--- src/rtl/evq_pkg.sv ---
package evq_pkg;
  typedef enum logic [2:0] {
    SQ_IDLE   = 3'd0,
    SQ_DIRTY  = 3'd1,
    SQ_CLEAN  = 3'd2,
    SQ_CANCEL = 3'd3,
    SQ_FWD    = 3'd4,
    SQ_DROP   = 3'd5
  } seq_st_t;

  localparam logic [1:0] LN_M = 2'd0;
  localparam logic [1:0] LN_O = 2'd1;

  localparam logic [1:0] PK_INV  = 2'd0;
  localparam logic [1:0] PK_INVD = 2'd1;
  localparam logic [1:0] PK_DOWN = 2'd2;
endpackage

--- src/rtl/evq_buf.sv ---
module evq_buf #(
  parameter int DW = 32
) (
  input  logic          clk,
  input  logic          rst_n,
  input  logic          load,
  input  logic [DW-1:0] load_data,
  input  logic          load_dirty,
  input  logic          out_ready,
  input  logic          prb_fire,
  output logic          vmsg_valid,
  output logic          vmsg_dirty,
  output logic [DW-1:0] vmsg_data,
  output logic          prb_valid,
  output logic          prb_dirty,
  output logic [DW-1:0] prb_data
);
  logic [DW-1:0] buf_data;
  logic          buf_dirty;

  // transaction buffer: captured once per eviction
  always_ff @(posedge clk) begin
    if (!rst_n) begin
      buf_data  <= '0;
      buf_dirty <= 1'b0;
    end else if (load) begin
      buf_data  <= load_data;
      buf_dirty <= load_dirty;
    end
  end

  // outgoing victim message, held until the directory takes it
  always_ff @(posedge clk) begin
    if (!rst_n)                   vmsg_valid <= 1'b0;
    else if (load)                vmsg_valid <= 1'b1;
    else if (vmsg_valid && out_ready) vmsg_valid <= 1'b0;
  end

  assign vmsg_data  = buf_data;
  assign vmsg_dirty = buf_dirty;

  // downgrade probe response from the buffer
  always_ff @(posedge clk) begin
    if (!rst_n) begin
      prb_valid <= 1'b0;
      prb_dirty <= 1'b0;
      prb_data  <= '0;
    end else begin
      prb_valid <= prb_fire;
      if (prb_fire) begin
        prb_dirty <= buf_dirty;
        prb_data  <= buf_data;
      end
    end
  end

  p_vmsg_hold_r4: assert property (@(posedge clk) disable iff (!rst_n)
    (vmsg_valid && !out_ready) |=> (vmsg_valid && $stable(vmsg_data) && $stable(vmsg_dirty)));
endmodule

--- src/rtl/evq_ctrl.sv ---
module evq_ctrl
  import evq_pkg::*;
#(
  parameter int SW = 4,
  parameter logic [SW-1:0] SELF_ID = '0
) (
  input  logic          clk,
  input  logic          rst_n,
  input  logic          repl_fire,
  input  logic [1:0]    repl_line,
  input  logic          ack_valid,
  input  logic          probe_valid,
  input  logic [1:0]    probe_kind,
  input  logic          vic_valid,
  input  logic [SW-1:0] vic_src,
  input  logic          wbd_valid,
  output seq_st_t       st,
  output logic          vic_ready,
  output logic          vack_valid,
  output logic [SW-1:0] vack_dst,
  output logic          unblk_valid,
  output logic          prb_fire,
  output logic [SW-1:0] wait_src
);
  seq_st_t       st_n;
  logic [SW-1:0] src_n;
  logic          vack_n, unb_n;
  logic          inv_probe;

  assign inv_probe = probe_valid && (probe_kind == PK_INV || probe_kind == PK_INVD);
  assign vic_ready = (st == SQ_DIRTY) && !ack_valid && !probe_valid;

  always_comb begin
    st_n     = st;
    src_n    = wait_src;
    vack_n   = 1'b0;
    unb_n    = 1'b0;
    prb_fire = 1'b0;
    unique case (st)
      SQ_IDLE: begin
        if (repl_fire) begin
          st_n  = (repl_line == LN_M || repl_line == LN_O) ? SQ_DIRTY : SQ_CLEAN;
          src_n = SELF_ID;
        end
      end
      SQ_DIRTY, SQ_CLEAN: begin
        if (ack_valid)                                   st_n = SQ_IDLE;
        else if (inv_probe)                              st_n = SQ_CANCEL;
        else if (probe_valid && probe_kind == PK_DOWN)   prb_fire = 1'b1;
        else if (vic_valid && vic_ready) begin
          vack_n = 1'b1;
          src_n  = vic_src;
          st_n   = SQ_FWD;
        end
      end
      SQ_CANCEL: if (ack_valid) st_n = SQ_IDLE;
      SQ_FWD: begin
        if (ack_valid) st_n = SQ_DROP;
        else if (wbd_valid) begin
          unb_n = 1'b1;
          src_n = SELF_ID;
          st_n  = SQ_DIRTY;
        end
      end
      SQ_DROP: begin
        if (wbd_valid) begin
          unb_n = 1'b1;
          st_n  = SQ_IDLE;
        end
      end
      default: st_n = SQ_IDLE;
    endcase
  end

  always_ff @(posedge clk) begin
    if (!rst_n) begin
      st          <= SQ_IDLE;
      wait_src    <= SELF_ID;
      vack_valid  <= 1'b0;
      vack_dst    <= '0;
      unblk_valid <= 1'b0;
    end else begin
      st          <= st_n;
      wait_src    <= src_n;
      vack_valid  <= vack_n;
      unblk_valid <= unb_n;
      if (vack_n) vack_dst <= vic_src;
    end
  end

  p_cancel_hold_r7: assert property (@(posedge clk) disable iff (!rst_n)
    (st == SQ_CANCEL && !ack_valid) |=> (st == SQ_CANCEL));
  p_vack_fwd_r9: assert property (@(posedge clk) disable iff (!rst_n)
    vack_valid |-> (st == SQ_FWD || st == SQ_DROP || st == SQ_DIRTY));
  p_unblk_src_r10: assert property (@(posedge clk) disable iff (!rst_n)
    $rose(unblk_valid) |-> ($past(st) == SQ_FWD || $past(st) == SQ_DROP));
  p_cancel_noacc_r7: assert property (@(posedge clk) disable iff (!rst_n)
    (st == SQ_CANCEL) |-> !vic_ready);
endmodule

--- src/rtl/evict_wb_seq.sv ---
module evict_wb_seq
  import evq_pkg::*;
#(
  parameter int DW = 32,
  parameter int SW = 4,
  parameter logic [SW-1:0] SELF_ID = '0
) (
  input  logic          clk,
  input  logic          rst_n,
  input  logic          repl_valid,
  output logic          repl_ready,
  input  logic [1:0]    repl_line,
  input  logic [DW-1:0] repl_data,
  input  logic          ack_valid,
  input  logic          probe_valid,
  input  logic [1:0]    probe_kind,
  input  logic          vic_valid,
  output logic          vic_ready,
  input  logic [SW-1:0] vic_src,
  input  logic          wbd_valid,
  output logic          vmsg_valid,
  input  logic          vmsg_ready,
  output logic          vmsg_dirty,
  output logic [DW-1:0] vmsg_data,
  output logic          vack_valid,
  output logic [SW-1:0] vack_dst,
  output logic          unblk_valid,
  output logic          prb_valid,
  output logic          prb_dirty,
  output logic [DW-1:0] prb_data,
  output logic [SW-1:0] wait_src,
  output logic [2:0]    seq_state
);
  seq_st_t st;
  logic    repl_fire, prb_fire, line_dirty;

  assign repl_ready = (st == SQ_IDLE) && !vmsg_valid;
  assign repl_fire  = repl_valid && repl_ready;
  assign line_dirty = (repl_line == LN_M) || (repl_line == LN_O);
  assign seq_state  = st;

  evq_ctrl #(.SW(SW), .SELF_ID(SELF_ID)) u_ctrl (
    .clk(clk), .rst_n(rst_n), .repl_fire(repl_fire), .repl_line(repl_line),
    .ack_valid(ack_valid), .probe_valid(probe_valid), .probe_kind(probe_kind),
    .vic_valid(vic_valid), .vic_src(vic_src), .wbd_valid(wbd_valid),
    .st(st), .vic_ready(vic_ready), .vack_valid(vack_valid), .vack_dst(vack_dst),
    .unblk_valid(unblk_valid), .prb_fire(prb_fire), .wait_src(wait_src)
  );

  evq_buf #(.DW(DW)) u_buf (
    .clk(clk), .rst_n(rst_n), .load(repl_fire), .load_data(repl_data),
    .load_dirty(line_dirty), .out_ready(vmsg_ready), .prb_fire(prb_fire),
    .vmsg_valid(vmsg_valid), .vmsg_dirty(vmsg_dirty), .vmsg_data(vmsg_data),
    .prb_valid(prb_valid), .prb_dirty(prb_dirty), .prb_data(prb_data)
  );

  p_prb_state_r8: assert property (@(posedge clk) disable iff (!rst_n)
    prb_valid |-> (st == SQ_DIRTY || st == SQ_CLEAN));
  p_busy_block_r6: assert property (@(posedge clk) disable iff (!rst_n)
    (st != SQ_IDLE && repl_valid) |=> (st != SQ_IDLE || $past(ack_valid) || $past(wbd_valid)));
endmodule

--- config.mk ---
export PLATFORM = sky130hd
export DESIGN_NAME = evict_wb_seq
export DESIGN_NICKNAME = d
export VERILOG_FILES = /design/src/rtl/evq_pkg.sv /design/src/rtl/evq_buf.sv /design/src/rtl/evq_ctrl.sv /design/src/rtl/evict_wb_seq.sv
export SDC_FILE = /design/constraint.sdc
export NUM_CORES = 1
export LEC_CHECK = 0
export ABC_AREA = 1
export BUFFER_PORTS_ARGS = -buffer_cell sky130_fd_sc_hd__buf_2
export CORE_UTILIZATION = 38
export CTS_CLUSTER_DIAMETER = 60
export DETAILED_ROUTE_END_ITERATION = 8
export GPL_ROUTABILITY_DRIVEN = 0
export PLACE_DENSITY = 0.75
export SLEW_MARGIN = 30
export SYNTH_ARGS = -nofsm -noshare
export SYNTH_HDL_FRONTEND = slang
export SYNTH_SLANG_ARGS = --single-unit
--- constraint.sdc ---
create_clock -name clk -period 1.97 [get_ports clk]
set_input_delay 0.197 -clock clk [delete_from_list [all_inputs] [get_ports clk]]
set_output_delay 0.197 -clock clk [all_outputs]
set_load 0.005 [all_outputs]
==> results of run 1 <==
## area by class of cell
cell class	instances	area [um2]
inverter	50	187.7
multi-input combinational	264	1306
clock buffer	9	123.9
sequential	81	1622
timing repair buffer	135	703.2
tap	105	131.4
clock inverter	6	83.83
fill	801	4141
## layer usage
layer,wire length [um],vias to the layer above
met2,3786,127
met5,0,-
met3,571,11
met4,120,0
met1,3535,1411
li1,-,1594
## cells by family (layout without fill, tap and decap cells)
logic type      after synthesis  after routing  share of synthesized area
flops                        81             81                     0.4947
compound gates              109            109                     0.1737
buf+inv                      75            200                     0.1069
simple gates                155            155                     0.2248
## report_power, final
group / switching (uW) / internal [uW] / leakage [uW] / total [uW]
Sequential: 201 / 1890 / 0.000659 / 2090
Combinational: 1190 / 755 / 0.00120 / 1950
Clock: 584 / 703 / 0.000109 / 1290
Total: 1980 / 3350 / 0.00197 / 5330
## tightest hold or removal path, stage by stage
cell     delay (ps)
buf_2            90
nand2_1          50
nand2_1          40
## per-stage QoR
stage / hold slack [ps] / area, um2 / std cells / total power (uW) / util
floorplan: 300.1 / 3278 / 420 / 3540 / -
global placement: 405.8 / 3950 / 635 / 4024 / 0.4760
detailed placement: 420.0 / 3950 / 635 / 4087 / 0.4760
CTS: 62.54 / 4158 / 650 / 5384 / 0.5010
global route: 77.41 / 4158 / 650 / 5710 / 0.5010
finish: 77.08 / 4158 / 650 / 5325 / 0.5010
## flip-flops by register name (all words and copies together) (netlist names)
signal,flops
u_buf.prb_data,32
u_buf.vmsg_data,32
u_ctrl.vack_dst,4
u_ctrl.wait_src,4
u_ctrl.st,3
u_buf.prb_dirty,1
u_buf.prb_valid,1
u_buf.vmsg_dirty,1
u_buf.vmsg_valid,1
u_ctrl.unblk_valid,1
u_ctrl.vack_valid,1
## layout by cell type, fill, tap and decap left out, types with 2 or more instances in the layout
cell	n
nand2_4	2
nor2_1	25
nand3_1	43
nor3_1	2
dfxtp_1	81
buf_4	5
nand2_2	4
o211ai_1	3
bufinv_16	2
buf_2	129
clkbuf_8	9
a21oi_1	68
nand2_1	70
inv_1	47
inv_2	3
nor2_2	3
o21ai_0	36
nor2_8	2
clkinv_2	3
## worst max path at each step
stage	from	end	cells past startpoint
4_1_cts	u_ctrl.st[0]	repl_ready	5
2_1_floorplan	u_ctrl.st[0]	u_buf.vmsg_data[10]	7
3_5_place_dp	u_ctrl.st[0]	u_buf.vmsg_dirty	6
3_3_place_gp	u_ctrl.st[0]	u_buf.vmsg_dirty	6
5_1_grt	u_ctrl.st[0]	repl_ready	5
6_report	u_ctrl.st[0]	repl_ready	5
==> impl_metrics.csv, run 1 <==
group,metric,value,unit
grt,met2_usage,0.2980,
critical_path,cp_slowest_cell,"dfxtp_1",
clocking,path_clk_slew,80,ps
grt,met1_usage,0.2205,
clocking,hold_buffers,0,
yosys,syn_avg_cell_area,7.805,um2
yosys,synthTopCellsByCount,"dfxtp_1 (81), nand2_1 (70), a21oi_1 (68)",
clocking,clock_latency,340,ps
critical_path,crit_required,1770,ps
timing,setup_slack,149.1,ps
routing,vias,3143,
critical_path,ff2ff_path_depth,6,
yosys,syn_area,3278,um2
routing,first_pass_iters,4,
critical_path,crit_type,"register to output port",
yosys,synthTopCellsByArea,"dfxtp_1 (49%), a21oi_1 (10%), nand2_1 (8.0%)",
yosys,synth_edf_count,0,
grt,grt_pass1_wl,12.48,mm
final_layout,syn_to_final_growth,26.83,%
final_layout,drive_gt1_frac,0.3101,
clocking,cts_tree,"yes",
timing,period_minus_slack,1821,ps
timing,finalHoldViolations,0,
critical_path,reg2reg_slack,400,ps
yosys,synthArstFlopShare,0,
timing,max_freq,0.5492,GHz
critical_path,arrival,1620,ps
die,die_height,94.88,um
yosys,syn_nets,468,
yosys,synth_seq_cells,81,
clocking,post_cts_buffers,0,
grt,busiest_layer,"met2",
routing,detail_route.wirelength,8.013,mm
clocking,cts-buffers-inserted,9,
routing,routedWlPerCell,12.33,um
hold_path,whs_endpoint,"u_ctrl.vack_dst[0]",
critical_path,path_cells,"nor2_4, nand2_2, nor2_8, buf_12, buf_2",
die,dieArea,9002,um2
timing,fin_setup_tns,0,ps
hold_path,min_from,"vic_src[0]",
critical_path,worst_setup_path_start_kind,"register",
yosys,synth_area_leader_cell,"dfxtp_1",
power_and_ir_drop,powerDensity,1281,nW/um2
outcome,status,"finished, final reports clean",
yosys,yosys_warnings,0,
critical_path,critPathCaptureType,"output port",
clocking,cts.sinks,81,
timing,setup_viol_count_final,0,
grt,grt_usage,0.1798,
placement,dp_hpwl,5.765,mm
final_layout,fin_nets,589,
power_and_ir_drop,p_leak,0.001968,uW
critical_path,cpPeakStageDelay,400,ps
hold_path,hold_path_depth,3,
run,drv_cap,0,
final_layout,diodes,0,
die,core_area,8299,um2
power_and_ir_drop,ir_drop,729.5,uV
grt,grt_max_degree,38,
critical_path,crit_path_max_fanout,33,
die,start_util,0.3950,
routing,ant_nets,0,
timing,rsz0062_at_grt,"false",
grt,grt_pass1_vias,2723,
clocking,cts-root-buf,"clkbuf_8",
grt,grt_use_met3,0.04267,
die,ios,131,
yosys,synthCells,420,
routing,drtIter0Drc,103,
hold_path,hold_class,"input pin to register",
yosys,synth_top_cell_area_share,0.4947,
critical_path,crit_family,"simple AND/OR/NAND/NOR gates",
timing,worst_pin_slew,399.4,ps
placement,pre_cts_ws,381.4,ps
routing,drc_errors,0,
clocking,htree_num_levels,3,
yosys,ys_seq_area_frac,0.4947,
timing,period_share,0.9243,
die,rows,33,
timing,slew_violations,0,
die,die-width,94.88,um
clocking,cts_resized,0,
grt,grt_overflow,0,
yosys,yosysUniqueCellTypes,24,
placement,portBuffers,129,
critical_path,r2r-start,"u_ctrl.st[0]",
critical_path,r2r-end,"u_buf.vmsg_dirty",
timing,relSlewSlack,0.7337,
grt,antenna_found_initial,0,
critical_path,path_buf_inv,2,
yosys,yosysMostFrequentCell,"dfxtp_1",
yosys,synth_ff_type,"dfxtp_1",
routing,viasPerCell,4.835,
timing,clock_skew,13.04,ps
clocking,cts_buffer_depth,2,
(Power assumes the default switching activity.)
==> run 2, diff against run 1 <==
- ABC_AREA: 1 -> 0
- CAP_MARGIN: unset -> 15
- PLACE_DENSITY: 0.75 -> 0.76
==> run 2 against run 1 <==
Combinational power shrank 64%. Worst hold slack gained 0.87 ps. Clock power shrank 5%. Largest cell class unchanged. Clock skew shrank 2.4 ps. First-iteration DRC count shrank 2.9%. Critical endpoint is now u_ctrl.st[1]. Wire length shrank 5.6%. Utilization grew 3.1 points. Sequential power shrank 12%. Largest power group unchanged. Cell count shrank 7.2%. Register-to-register slack lost 250 ps. Synthesized cell count shrank 12%. Via count shrank 7.5%.
==> impl_metrics.csv, run 2 <==
group,metric,value,unit
yosys,synthTopCellsByCount,"nand2_1 (133), dfxtp_1 (81), a21oi_1 (70)",
yosys,synthArstFlopShare,0,
die,ios,131,
critical_path,crit_type,"register to register",
critical_path,crit_path_max_fanout,8,
hold_path,hold_class,"input pin to register",
yosys,yosysUniqueCellTypes,31,
timing,finalHoldViolations,0,
final_layout,fin_nets,547,
critical_path,critPathCaptureType,"register",
timing,period_minus_slack,1816,ps
grt,grt_max_degree,43,
critical_path,ff2ff_path_depth,5,
yosys,synth_top_family_by_area,"simple AND/OR/NAND/NOR gates",
timing,fin_setup_tns,0,ps
routing,ant_nets,0,
die,rows,31,
hold_path,hold_path_depth,3,
timing,max_freq,0.5508,GHz
timing,setup_viol_count_final,0,
critical_path,crit_required,2240,ps
yosys,syn_nets,417,
routing,vias,2906,
final_layout,syn_to_final_growth,32.55,%
yosys,synth_edf_count,0,
yosys,yosys.area_share.adder,0,
routing,drc_errors,0,
clocking,path_clk_slew,90,ps
timing,period_share,0.9216,
clocking,post_cts_buffers,0,
die,core_area,7447,um2
yosys,syn_area,2990,um2
timing,slew_violations,0,
routing,detail_route.wirelength,7.568,mm
yosys,ys_seq_area_frac,0.5423,
placement,dp_hpwl,5.501,mm
yosys,synthCells,369,
routing,first_pass_iters,4,
clocking,cts-buffers-inserted,9,
grt,grt_overflow,0,
final_layout,drive_gt1_frac,0.3373,
power_and_ir_drop,p_leak,0.001785,uW
grt,antenna_found_initial,0,
yosys,synth_seq_cells,81,
yosys,yosys_warnings,0,
grt,grt_pass1_wl,12.56,mm
clocking,htree_num_levels,3,
power_and_ir_drop,ir_drop,478.4,uV
die,dieArea,8228,um2
yosys,synthTopCellsByArea,"dfxtp_1 (54%), nand2_1 (17%), a21oi_1 (12%)",
final_layout,diodes,0,
clocking,clock_latency,340,ps
routing,routedWlPerCell,12.55,um
clocking,hold_buffers,0,
placement,placed_cells,587,
final_layout,final_common_cell,"nand2_1",
clocking,cts_resized,0,
clocking,cts_buffer_depth,2,
yosys,synth_area_leader_cell,"dfxtp_1",
placement,portBuffers,129,
routing,viasPerCell,4.819,
timing,clock_skew,10.59,ps
final_layout,final_cell_mix,"nand2_1 (133), buf_2 (129), dfxtp_1 (80), a21oi_1 (70), buf_4 (18)",
run,drv_cap,0,
timing,relSlewSlack,0.7015,
timing,rsz0062_at_grt,"false",
outcome,status,"finished, final reports clean",
clocking,cts_tree,"yes",
yosys,synthSimpleGateAreaFrac,0.2364,
yosys,synth_compound_area_frac,0.1548,
yosys,synth_ff_type,"dfxtp_1",
clocking,cts.sinks,81,
final_layout,final_cells,603,
timing,worst_pin_slew,446.4,ps
die,start_util,0.4015,
die,die_height,90.71,um
yosys,syn_avg_cell_area,8.104,um2
critical_path,arrival,2090,ps
die,die-width,90.71,um
critical_path,worst_setup_path_start_kind,"register",
yosys,synthMuxAreaShare,0.01339,
routing,drtIter0Drc,100,
yosys,synthXorXnorAreaFrac,0.002929,
yosys,synth_top_cell_area_share,0.5423,
yosys,yosysMostFrequentCell,"nand2_1",
clocking,cts-root-buf,"clkbuf_8",
grt,grt_pass1_vias,2747,
power_and_ir_drop,powerDensity,944.7,nW/um2
grt,grt_usage,0.1892,
run 2: final timing paths:
kind	to	from	slack, ps
worst min register to register	u_buf.prb_data[24]	u_buf.prb_data[24]	460
worst min-delay path	u_buf.vmsg_data[18]	repl_data[18]	80
worst max register to register	u_ctrl.st[1]	u_ctrl.st[1]	150
worst max-delay path	u_ctrl.st[1]	u_ctrl.st[1]	150
run 2: cell type report:
class                           count  area (um2)
Sequential cell                    81        1623
Clock buffer                        9       123.9
Timing Repair Buffer              147       780.7
Tap cell                           99       123.9
Inverter                            2       7.507
Clock inverter                      7       80.08
Multi-Input combinational cell    258        1225
Fill cell                         774        3483
run 2: cells by family (layout without fill, tap and decap cells):
kind of cell / after synthesis / after routing
simple gates: 169 / 169
xor+xnor: 1 / 1
mux: 4 / 4
compound gates: 84 / 84
flops: 81 / 81
buf+inv: 30 / 165
run 2: critical path: stages (launching register included):
cell	delay, ps
dfxtp_2	370
or4b_4	540
nor2b_2	160
nor3_2	70
or4_1	470
a21oi_1	130
run 2: per-stage QoR:
stage	total power, uW	setup slack, ps	hold WS, ps	util	cell area, um2
4_1_cts	3797	95.63	59.93	0.5321	3963
5_1_grt	3962	56.69	61.69	0.5323	3964
6_report	3745	154.4	77.95	0.5323	3964
3_5_place_dp	2572	112.8	440.1	0.5047	3759
2_1_floorplan	2256	88.83	292.6	-	2990
3_3_place_gp	2546	166.2	431.7	0.5047	3759
run 2: power by group:
part / internal, uW / total, uW / leakage, uW / switching [uW]
clock: 596 / 1220 / 0.0000960 / 624
sequential: 1750 / 1830 / 0.000658 / 83.2
combinational: 310 / 695 / 0.00103 / 385
total: 2650 / 3740 / 0.00179 / 1090
run 2: layer usage:
| metal | track usage | part of all wire |
|---|---|---|
| met2 | 0.3277 | 0.50 |
| met1 | 0.2199 | 0.43 |
| met5 | 0 | 0 |
| met3 | 0.04798 | 0.053 |
| met4 | 0.08065 | 0.018 |
==> run 3, diff against run 2 <==
--- a/config.mk
+++ b/config.mk
@@ -13,4 +13,5 @@
 export DETAILED_ROUTE_END_ITERATION = 8
 export GPL_ROUTABILITY_DRIVEN = 0
+export MAX_ROUTING_LAYER = met4
 export PLACE_DENSITY = 0.76
 export SLEW_MARGIN = 30
==> constraint.sdc (replaced) <==
create_clock -name clk -period 1.97 [get_ports clk]
set_input_delay 0.2955 -clock clk [delete_from_list [all_inputs] [get_ports clk]]
set_output_delay 0.2955 -clock clk [all_outputs]
set_load 0.005 [all_outputs]
==> run 3 against run 2 <==
Critical path depth unchanged. Clock power shrank 11%. Via count decreased by 0.72%. Fmax is 1.8% lower. Cell count unchanged. Combinational power about the same. Wire length shrank 0.45%. Clock skew is 1.3 ps higher. Worst hold slack gained 98 ps. Count of clock-buffer cells in the layout did not move. Sequential power is essentially flat. Global-route usage rose by 0.64 points. Critical endpoint unchanged. Largest cell class unchanged. Largest power group unchanged.
==> impl_metrics.csv, run 3 (synthesized netlist as in run 2, its figures left out) <==
group,metric,value,unit
outcome,status,"finished, final reports clean",
critical_path,crit_type,"register to register",
clocking,path_clk_slew,90,ps
final_layout,fillers,752,
clocking,clock_latency,350,ps
die,dieArea,8228,um2
die,die-width,90.71,um
final_layout,drive_gt1_frac,0.3373,
timing,setup_viol_count_final,0,
timing,slew_violations,0,
run,drv_cap,0,
clocking,cts_buffer_depth,2,
die,rows,31,
final_layout,final_cells,603,
final_layout,final_common_cell,"nand2_1",
routing,drc_errors,0,
timing,period_share,0.9388,
grt,grt_pass1_wl,12.54,mm
final_layout,final_cell_mix,"nand2_1 (133), buf_2 (129), dfxtp_1 (80), a21oi_1 (70), buf_4 (17)",
timing,fin_setup_tns,0,ps
clocking,post_cts_buffers,0,
timing,relSlewSlack,0.7065,
clocking,cts-root-buf,"clkbuf_8",
die,ios,131,
power_and_ir_drop,ir_drop,413.0,uV
timing,clock_skew,11.93,ps
routing,ant_nets,0,
timing,finalHoldViolations,0,
grt,grt_overflow,0,
critical_path,critPathCaptureType,"register",
die,core_area,7447,um2
placement,portBuffers,129,
grt,grt_usage,0.1956,
routing,vias,2885,
final_layout,syn_to_final_growth,32.13,%
timing,rsz0062_at_grt,"false",
clocking,htree_num_levels,3,
timing,max_freq,0.5407,GHz
clocking,cts-buffers-inserted,9,
routing,first_pass_iters,4,
routing,viasPerCell,4.784,
final_layout,diodes,0,
critical_path,arrival,2110,ps
routing,detail_route.wirelength,7.534,mm
die,start_util,0.4015,
die,die_height,90.71,um
final_layout,fin_nets,547,
grt,grt_pass1_vias,2709,
routing,routedWlPerCell,12.49,um
grt,grt_max_degree,37,
placement,placed_cells,587,
critical_path,crit_path_max_fanout,7,
power_and_ir_drop,p_leak,0.001777,uW
timing,period_minus_slack,1849,ps
timing,worst_pin_slew,438.9,ps
placement,dp_hpwl,5.435,mm
routing,drtIter0Drc,93,
clocking,cts_tree,"yes",
clocking,cts.sinks,81,
grt,antenna_found_initial,0,
critical_path,worst_setup_path_start_kind,"register",
power_and_ir_drop,powerDensity,915.1,nW/um2
critical_path,crit_required,2230,ps
hold_path,hold_class,"input pin to register",
-- run 3: changes by cell type in the layout (fill, tap and decap cells not counted), sizes merged --
| cell | before | now |
|---|---|---|
| clkinv | 3 | 4 |
| bufinv | 1 | 0 |
-- run 3: cell type report --
type | instances | area (um2) | area share
inverter | 2 | 7.507 | 0.001900
multi-input combinational | 258 | 1225 | 0.3100
clock inverter | 7 | 55.05 | 0.01393
sequential | 81 | 1623 | 0.4107
timing repair buffer | 147 | 793.3 | 0.2008
tap | 99 | 123.9 | 0.03135
clock buffer | 9 | 123.9 | 0.03135
-- run 3: worst paths after layout --
check	from	endpoint	slack [ps]	cells after the start
max	u_ctrl.st[1]	u_ctrl.st[1]	120	5
min	repl_data[7]	u_buf.vmsg_data[7]	180	3
max reg2reg	u_ctrl.st[1]	u_ctrl.st[1]	120	5
min reg2reg	u_buf.prb_data[10]	u_buf.prb_data[10]	450	2
-- run 3: what timing repair did --
item	in CTS	in global routing
hold endpoints to repair	0	0
endpoints found under the setup margin	0	8
gates resized for setup	0	1
hold buffers	0	0
-- run 3: critical path: stages, from the launching register on --
cell and delay [ps]:
dfxtp_2 360, or4b_4 530, nor2b_2 190, nor3_2 80
or4_1 470, a21oi_1 150
-- run 3: metal layers --
| metal | part of all wire | track usage |
|---|---|---|
| met1 | 0.43 | 0.2233 |
| met2 | 0.50 | 0.3289 |
| met3 | 0.060 | 0.04798 |
| met4 | 0.0076 | 0.07661 |
| met5 | 0 | - |
-- run 3: through the flow --
| stage | hold slack, ps | setup slack, ps | total power, uW | util | cell area (um2) |
|---|---|---|---|---|---|
| after floorplan | 391.1 | 88.83 | 2256 | - | 2990 |
| after global placement | 438.9 | 165.1 | 2548 | 0.5064 | 3771 |
| after detailed placement | 444.9 | 94.26 | 2575 | 0.5064 | 3771 |
| after CTS | 158.4 | 75.23 | 3667 | 0.5304 | 3950 |
| after global routing | 164.2 | 41.92 | 3825 | 0.5306 | 3951 |
| final | 175.7 | 120.5 | 3616 | 0.5306 | 3951 |
-- run 3: where the power goes --
| part | internal, uW | total [uW] | switching, uW |
|---|---|---|---|
| Sequential | 1750 | 1830 | 82.4 |
| Combinational | 312 | 698 | 386 |
| Clock | 466 | 1090 | 624 |
| Total | 2520 | 3620 | 1090 |
